[src/rtl/trg_pkg.sv]
package trg_pkg;

    typedef enum logic [1:0] {
        PAIR_NONE = 2'd0,
        PAIR_OR   = 2'd1,
        PAIR_AND  = 2'd2,
        PAIR_RSV  = 2'd3
    } pair_mode_e;

    typedef enum logic [1:0] {
        MAIN_OR  = 2'd0,
        MAIN_AND = 2'd1,
        MAIN_MAJ = 2'd2,
        MAIN_OFF = 2'd3
    } main_mode_e;

    typedef enum logic {
        GS_IDLE = 1'b0,
        GS_HOLD = 1'b1
    } gate_st_e;

endpackage

[src/rtl/trg_pair_stage.sv]
module trg_pair_stage
    import trg_pkg::*;
#(
    parameter int NCH = 64
) (
    input  logic [NCH-1:0] raw,
    input  logic [NCH-1:0] mask,
    input  pair_mode_e     mode,
    output logic [NCH-1:0] lanes,
    output logic [NCH-1:0] lane_en
);
    localparam int NPAIR = NCH / 2;

    for (genvar k = 0; k < NPAIR; k++) begin : g_pair
        logic a, b, ma, mb;
        assign ma = mask[2*k];
        assign mb = mask[2*k+1];
        assign a  = raw[2*k] & ma;
        assign b  = raw[2*k+1] & mb;

        always_comb begin
            unique case (mode)
                PAIR_OR: begin
                    lanes[2*k]     = a | b;
                    lanes[2*k+1]   = a | b;
                    lane_en[2*k]   = ma | mb;
                    lane_en[2*k+1] = ma | mb;
                end
                PAIR_AND: begin
                    lanes[2*k]     = a & b;
                    lanes[2*k+1]   = a & b;
                    lane_en[2*k]   = ma | mb;
                    lane_en[2*k+1] = ma | mb;
                end
                default: begin
                    lanes[2*k]     = a;
                    lanes[2*k+1]   = b;
                    lane_en[2*k]   = ma;
                    lane_en[2*k+1] = mb;
                end
            endcase
        end
    end

endmodule

[src/rtl/trg_main_logic.sv]
module trg_main_logic
    import trg_pkg::*;
#(
    parameter int NCH   = 64,
    parameter int CNT_W = $clog2(NCH + 1)
) (
    input  logic [NCH-1:0]   lanes,
    input  logic [NCH-1:0]   lane_en,
    input  main_mode_e       mode,
    input  logic [CNT_W-1:0] level,
    output logic             hit
);
    function automatic logic [CNT_W-1:0] popcnt(input logic [NCH-1:0] v);
        logic [CNT_W-1:0] s;
        s = '0;
        for (int i = 0; i < NCH; i++) begin
            s = s + CNT_W'(v[i]);
        end
        return s;
    endfunction

    logic [CNT_W-1:0] active_cnt;
    logic [CNT_W-1:0] level_eff;
    logic             any_hit, all_hit, maj_hit;

    assign active_cnt = popcnt(lanes);
    assign level_eff  = (level == '0) ? CNT_W'(1) : level;
    assign any_hit    = |lanes;
    assign all_hit    = (lane_en != '0) && (&(lanes | ~lane_en));
    assign maj_hit    = (active_cnt >= level_eff);

    always_comb begin
        unique case (mode)
            MAIN_OR:  hit = any_hit;
            MAIN_AND: hit = all_hit;
            MAIN_MAJ: hit = maj_hit;
            default:  hit = 1'b0;
        endcase
    end

endmodule

[src/rtl/trg_gate_fsm.sv]
module trg_gate_fsm
    import trg_pkg::*;
#(
    parameter int GATE_W = 16
) (
    input  logic              clk,
    input  logic              rst_n,
    input  logic              hit,
    input  logic [GATE_W-1:0] width,
    input  logic              retrig,
    output logic              gate_q
);
    gate_st_e          st_q, st_nxt;
    logic [GATE_W-1:0] cnt_q, cnt_nxt;
    logic              out_nxt;
    logic [GATE_W-1:0] reload;

    assign reload = width - GATE_W'(1);

    always_ff @(posedge clk) begin
        if (!rst_n) begin
            st_q   <= GS_IDLE;
            cnt_q  <= '0;
            gate_q <= 1'b0;
        end else begin
            st_q   <= st_nxt;
            cnt_q  <= cnt_nxt;
            gate_q <= out_nxt;
        end
    end

    always_comb begin
        st_nxt  = st_q;
        cnt_nxt = cnt_q;
        out_nxt = 1'b0;
        unique case (st_q)
            GS_IDLE: begin
                if (width == '0) begin
                    out_nxt = hit;
                end else if (hit) begin
                    st_nxt  = GS_HOLD;
                    cnt_nxt = reload;
                    out_nxt = 1'b1;
                end
            end
            GS_HOLD: begin
                if (width == '0) begin
                    st_nxt  = GS_IDLE;
                    cnt_nxt = '0;
                    out_nxt = hit;
                end else if (retrig && hit) begin
                    cnt_nxt = reload;
                    out_nxt = 1'b1;
                end else if (cnt_q == '0) begin
                    st_nxt  = GS_IDLE;
                    out_nxt = 1'b0;
                end else begin
                    cnt_nxt = cnt_q - GATE_W'(1);
                    out_nxt = 1'b1;
                end
            end
            default: begin
                st_nxt = GS_IDLE;
            end
        endcase
    end

    AST_LINEAR_FOLLOW: assert property (@(posedge clk) disable iff (!rst_n)
        (width == '0) |=> (gate_q == $past(hit)));
    AST_GATE_START: assert property (@(posedge clk) disable iff (!rst_n)
        (st_q == GS_IDLE && width != '0 && hit) |=> (gate_q && st_q == GS_HOLD));
    AST_NORETRIG_COUNT: assert property (@(posedge clk) disable iff (!rst_n)
        (!retrig && st_q == GS_HOLD && cnt_q != '0 && width != '0)
        |=> (st_q == GS_HOLD && gate_q && cnt_q == $past(cnt_q) - GATE_W'(1)));
    AST_RETRIG_RELOAD: assert property (@(posedge clk) disable iff (!rst_n)
        (retrig && st_q == GS_HOLD && hit && width != '0)
        |=> (gate_q && cnt_q == $past(width) - GATE_W'(1)));

endmodule

[src/rtl/trig_combiner_top.sv]
module trig_combiner_top
    import trg_pkg::*;
#(
    parameter int NCH    = 64,
    parameter int GATE_W = 16,
    localparam int CNT_W = $clog2(NCH + 1)
) (
    input  logic              clk,
    input  logic              rst_n,
    input  logic [NCH-1:0]    chan_trig,
    input  logic [NCH-1:0]    cfg_mask,
    input  logic [1:0]        cfg_pair,
    input  logic [1:0]        cfg_main,
    input  logic [CNT_W-1:0]  cfg_level,
    input  logic [GATE_W-1:0] cfg_width,
    input  logic              cfg_retrig,
    input  logic              cfg_invert,
    output logic              trig_out
);
    logic [NCH-1:0] lanes;
    logic [NCH-1:0] lane_en;
    logic           hit;
    logic           gate_q;
    pair_mode_e     pair_mode;
    main_mode_e     main_mode;

    assign pair_mode = pair_mode_e'(cfg_pair);
    assign main_mode = main_mode_e'(cfg_main);

    trg_pair_stage #(.NCH(NCH)) u_pair (
        .raw     (chan_trig),
        .mask    (cfg_mask),
        .mode    (pair_mode),
        .lanes   (lanes),
        .lane_en (lane_en)
    );

    trg_main_logic #(.NCH(NCH), .CNT_W(CNT_W)) u_main (
        .lanes   (lanes),
        .lane_en (lane_en),
        .mode    (main_mode),
        .level   (cfg_level),
        .hit     (hit)
    );

    trg_gate_fsm #(.GATE_W(GATE_W)) u_gate (
        .clk    (clk),
        .rst_n  (rst_n),
        .hit    (hit),
        .width  (cfg_width),
        .retrig (cfg_retrig),
        .gate_q (gate_q)
    );

    assign trig_out = gate_q ^ cfg_invert;

    for (genvar k = 0; k < NCH / 2; k++) begin : g_twin_chk
        AST_PAIR_TWIN: assert property (@(posedge clk) disable iff (!rst_n)
            (cfg_pair == 2'd1 || cfg_pair == 2'd2) |-> (lanes[2*k] == lanes[2*k+1]));
    end

    AST_AND_EMPTY_MASK: assert property (@(posedge clk) disable iff (!rst_n)
        (cfg_main == 2'd1 && cfg_mask == '0) |-> !hit);
    AST_MASKED_QUIET: assert property (@(posedge clk) disable iff (!rst_n)
        (cfg_mask == '0 && cfg_main != 2'd1) |-> !hit);
    AST_RESET_LOW: assert property (@(posedge clk)
        !rst_n |=> (trig_out == cfg_invert) || rst_n);

endmodule

[config.mk]
export PLATFORM = sky130hd
export DESIGN_NAME = trig_combiner_top
export DESIGN_NICKNAME = d
export VERILOG_FILES = /design/src/rtl/trg_pkg.sv /design/src/rtl/trg_pair_stage.sv /design/src/rtl/trg_main_logic.sv /design/src/rtl/trg_gate_fsm.sv /design/src/rtl/trig_combiner_top.sv
export SDC_FILE = /design/constraint.sdc
export NUM_CORES = 1
export LEC_CHECK = 0
export BUFFER_PORTS_ARGS = -buffer_cell sky130_fd_sc_hd__buf_2
export CAP_MARGIN = 20
export CORE_ASPECT_RATIO = 1.25
export CORE_MARGIN = 2
export CORE_UTILIZATION = 60
export CTS_CLUSTER_SIZE = 30
export DETAILED_ROUTE_END_ITERATION = 10
export PLACE_DENSITY_LB_ADDON = 0.3
export SLEW_MARGIN = 15
export SYNTH_ARGS = -nofsm -noshare
export SYNTH_HDL_FRONTEND = slang
export SYNTH_SLANG_ARGS = --single-unit
[constraint.sdc]
create_clock -name clk -period 24.7 [get_ports clk]
set_input_delay 4.94 -clock clk [delete_from_list [all_inputs] [get_ports clk]]
set_output_delay 4.94 -clock clk [all_outputs]
set_load 0.03 [all_outputs]
Yosys cells after proc, flatten, opt, wreduce, memory -nomap -nowiden:

Index checks and enable logic that the tools add are counted.

* register bits: 18
* input bits: 159
* word-level logic and storage cells: 332

* add/subtract/negate cells: 65
* $lt $le $gt $ge: 1
* equal/unequal tests: 7
* muxes and demuxes: 81
* bitwise gates (word level): 164
* reduce and logical (&&, ||, !) cells: 11

Operator list (count)
* 7-bit by 1-bit adder with 7-bit output: 62
* 2-bit case mux with 2 select lines: 32
* 1-bit bitwise AND: 96
* 16-bit 2-to-1 mux: 5
* 2-bit 2-to-1 mux: 32
* 64-bit NOT: 1
* 1-bit OR: 64
* 64-bit OR: 1
* 64-bit AND reduction: 1
* 64-bit nonzero test: 1
* 64-bit OR reduction: 1
* 16-bit zero test: 2
* 16-bit case mux with 2 select lines: 1
* 16-bit by 1-bit subtractor with 16-bit output, second input constant: 2
* 7-bit >= comparator: 1
* 7-bit zero test: 1
* 1-bit 2-to-1 mux: 7
* 7-bit 2-to-1 mux: 1
* 2-bit by 1-bit equality test with 1-bit output, second input constant: 2
* 2-bit equality test, second input constant: 2
* 4-bit inequality test, second input constant: 1
* 1-bit case mux with 2 select lines: 2
* 1-bit case mux with 3 select lines: 1
* 3-bit AND reduction: 1
* other kinds (8): 9

Logic depth before layout (Yosys ltp):

* word-level depth: 72
* mapped depth: 38
* gate-level depth less buffers: 34

Cells and area by module:

A second synthesis with hierarchy kept.

* cells, all modules: 860
* area total of the unflattened synthesis: 6319.8 µm²

By module, submodules not included
* trg_main_logic: times used 1, cells each 318, area an instance 2662.6 µm², sequential area each 0.0 µm²
* trg_pair_stage: times used 1, cells each 357, area an instance 2239.6 µm², sequential area each 0.0 µm²
* trg_gate_fsm: times used 1, cells each 184, area an instance 1408.9 µm², sequential area each 360.3 µm²
* trig_combiner_top: times used 1, cells each 1, area an instance 8.8 µm², sequential area each 0.0 µm²

Worst setup path before layout:

OpenSTA, ideal clock, no wires.

* path kind: input -> register
* from: input port cfg_pair[0]
* to: register u_gate.cnt_q[15]
* library setup time: 0.117 ns
* data arrival time: 13.835 ns
* data required time: 24.583 ns
* setup slack: 10.748 ns
* stages: 38
* path buffers: 7
* cell sequence: inv_1 -> ha_1 -> buf_2 -> buf_2 -> buf_2 -> buf_2 -> clkbuf_1 -> clkbuf_1 -> a21oi_1 -> fa_1 -> fa_1 -> inv_1 -> fa_1 -> inv_1 -> fa_1 -> inv_1 -> fa_1 -> inv_1 -> [... 2 more ...] -> inv_1 -> fa_1 -> fa_1 -> inv_1 -> fa_1 -> a21o_1 -> a21oi_1 -> nor2b_1 -> o21ai_0 -> nand2b_1 -> ha_1 -> o2111ai_1 -> a221oi_1 -> nor2_2 -> o31ai_4 -> buf_6 -> o21ai_1 -> a32o_1

* cells in the longest elaborated chain, start to end: 71
* elaborated cells between the ends (all ways): 145

RTL lines
* from (decl): RTL line trig_combiner_top.sv:12 `input logic [1:0] cfg_pair,`
* 2-bit equality test / 2-bit by 1-bit equality test with 1-bit output (equally long branches): RTL line trg_pair_stage.sv:22 `unique case (mode)`
* 2-bit case mux with 2 select lines: RTL line trg_pair_stage.sv:22
* 1-bit by 1-bit adder with 2-bit output: RTL line trg_main_logic.sv:17 `s = s + CNT_W'(v[i]);`
* 7-bit by 1-bit adder with 7-bit output (62 in series): RTL line trg_main_logic.sv:17
* 7-bit >= comparator: RTL line trg_main_logic.sv:30 `assign maj_hit = (active_cnt >= level_eff);`
* 1-bit case mux with 3 select lines (*): RTL line trg_main_logic.sv:33 `unique case (mode)`
* 1-bit logical AND: RTL line trg_gate_fsm.sv:51 `end else if (retrig && hit) begin`
* 16-bit 2-to-1 mux: RTL line trg_gate_fsm.sv:51
* 16-bit 2-to-1 mux: RTL line trg_gate_fsm.sv:47 `if (width == '0) begin`
* 16-bit case mux with 2 select lines: RTL line trg_gate_fsm.sv:36 `unique case (st_q)`
* to (signal assigned): RTL line trg_gate_fsm.sv:27 `cnt_q <= cnt_nxt;`
* to (decl): RTL line trg_gate_fsm.sv:14 `logic [GATE_W-1:0] cnt_q, cnt_nxt;`

Mark *: on every way between the ends. The rest lies on a longest branch, timed or not.
A chain may end at the register's enable or synchronous reset.

Worst setup path in the final report:

* from: input port cfg_pair[1]
* to: register u_gate.cnt_q[14]

The elaborated chain is that of the path after synthesis.

==> results.md <==
- Status: finished clean
- H-tree depth: 1
- Total Routed Length: 26180 µm
- Post-DP HPWL: between 20000 and 25000 µm
- Core area: 10560 µm²
- Post-Syn Area: 6490 µm²
- Die Height: 120.3 µm
- Cts-stage hold buffer count: 0
- Later-pin clock latency in the skew report: 0.25 ns
- Seq/Total Area, Yosys: 5.552%
- Final Hold Vio Count: 0
- Post-synth EDFFs: 0
- Setup TNS Final: 0 ns
- Routed len/inst: 22.42 µm
- Non-Filler Instances: 1168
- Multi-input gate area in the final layout: 5525 µm²
- Reg clk slew, reported paths: approximately 0.06 ns
- Actual slew at the worst max-slew pin: 1.167 ns
- Final GP Congestion: ~1.1
- CTS tree: done
- Synth warn: 0
- Critical Path Start Type: primary input
- Total die area: between 10000 and 15000 µm²
- Via/cell ratio: 6.953
- Register Area: 360.3 µm²
- Total clock sinks: 18
- Synthesized net count: about 1.2k
- Number of synthesized register bits: 18
- Via Count: 8121
- Post-synthesis cell count: 910
- Worst min path class: reg -> reg
- Post-synth ARST share: 0%
- Final Cycle Share: 60.32%
- Ratio of cells with drive above 1 in the final layout: 17.87%
- DRT iter0 DRCs: around 1.0k
- CTS max path bufs: 2
- CTS buffer count: 3
- Distinct cells, synth: 75
- Post_cts resized: 0
- Worst path max stage delay: 0.70 ns
- Number of fill cells: 974
- Pre-CTS setup slack: 9.719 ns
- CP endpoint kind: register
- IO buf count: around 160
- Root Buffer: clkbuf_16
- DRC violations left: 0
- Nets: between 1k and 1.5k
- Clock Skews: between 0.003 and 0.004 ns
- First-pass GRT wire length: 40140 µm
- I/O Pins: 160
- Top FF cell, synth: dfxtp_1
- Slew headroom: 20.20%
- Slowest stage cell, crit path: o31ai_4
- Min cycle time layout: 14.90 ns
- Critical path's most frequent cell: fa_1
- Initial Utilization: between 60% and 70%
- Placed Cells: 1163
- Pre-antenna DRT Iters: 9
- P&R area growth vs syn: 13.21%
- Worst Path Required: 24.84 ns
- Vias in the first global route: 7559
- Final setup violation count: 0
- Synthesized area per cell: roughly 7 µm²
- WS Path Type: in -> reg
- RSZ-0062 raised after global routing: no
- Initial antenna violation count: 1
- # rows: 42
- Largest net degree at the start of global routing: 80
- Peak fanout along the critical path: 55
- Final ANT Viol Nets: 0
- Max-cap violations: 0
- Arr. time, crit path: 15.04 ns
- Postcts setup bufs: 0
- Total grt overflow: 0
- Finished Core Util: 69.56%
- Chip width: around 97 µm
- Fmax: ~67 MHz
- Worst setup margin: just under 10 ns
- GRT Overall Usage: a little over two fifths
- Slew Viols, Final: 0
[flip-flops by register name, summed over array words and instances, names as in the netlist]
register / count
u_gate.cnt_q: 16
u_gate.gate_q: 1
u_gate.st_q: 1
[cell type report]
cell class	instances	area share, %
inverter	103	5.262
tap	132	2.248
multi-input combinational	748	75.20
sequential	18	4.905
timing repair buffer	162	11.14
clock buffer	4	1.209
antenna	1	0.03406
[path summary, 6_finish.rpt]
check                   start                to  slack [ns]  cells past startpoint
min          u_gate.cnt_q[15]  u_gate.cnt_q[15]        0.50                      1
max reg2reg   u_gate.cnt_q[0]   u_gate.cnt_q[4]       21.40                     12
min reg2reg  u_gate.cnt_q[15]  u_gate.cnt_q[15]        0.50                      1
max               cfg_pair[1]  u_gate.cnt_q[14]        9.80                     32
[metal layers]
metal	vias to the layer above	track usage (%)	wire length [µm]
met5	-	0	0
met1	3705	52.72	9275
li1	3674	-	-
met3	124	7.168	3033
met4	0	25.62	1849
met2	618	73.52	12020
[synthesized netlist by cell type, types with 7 or more instances]
master     count  area share [%]
nand4_1       11             1.1
a22o_1        10             1.3
o21a_1         7            0.81
a32o_1        15             2.3
nor3_1        14             1.1
buf_2         18             1.4
o32ai_1        7            0.94
nor4_1        33             3.2
nor2b_1       10            0.96
ha_1          28             5.4
clkbuf_1       9            0.52
fa_1          54              17
nand2_1       82             4.7
o21ai_0       51             3.9
nand3_1       41             3.2
a22oi_1       15             1.7
a21o_1        20             2.3
nand3b_1       8            0.93
o21ai_1        8            0.62
inv_1        101             5.8
o22ai_1       39             3.8
a2111oi_0     14             1.9
xnor2_1       13             1.8
or3_1          8            0.77
a21oi_1       85             6.6
nand2b_1      14             1.3
dfxtp_1       18             5.6
nor2_1        46             2.7
a31oi_1       11             1.1
[cell usage in the layout (no fill, tap or decap), types with 13 or more instances in the layout]
cell type	count
nand3_1	41
buf_2	159
a2111oi_0	14
fa_1	54
nor4_1	33
a21o_1	20
ha_1	26
a32o_1	15
inv_1	101
a22oi_1	15
xnor2_1	13
a21oi_1	85
nand2b_1	14
nor2_1	46
nor3_1	14
nand2_1	82
dfxtp_1	18
o22ai_1	39
o21ai_0	51
[kinds of logic after synthesis]
kind of cell,synth area share (%)
AOI/OAI and AO/OA,35.78
and+or+nand+nor,24.33
buffers and inverters,9.543
adders and majority gates,22.06
xor gates and xnor gates,2.564
DFF,5.552
muxes,0.1735
[per-stage QoR]
step	instance area [µm²]	hold WS, ns
after floorplan	6490	0.4698
after global placement	7256	0.4848
after detailed placement	7256	0.4966
after CTS	7345	0.5093
after global routing	7347	0.5524
final	7347	0.5031
[critical path: cells and delay by family]
kind                     cells  cell delay [ns]
AND/OR/NAND/NOR              3             0.29
adder cells (fa/ha/maj)     13             5.63
AO/OA/AOI/OAI               10             2.92
buffers and inverters        6             1.22
Power is left out: the tool's default activity adds up to more than one toggle a clock period on the data nets, which glitch-free logic cannot reach.
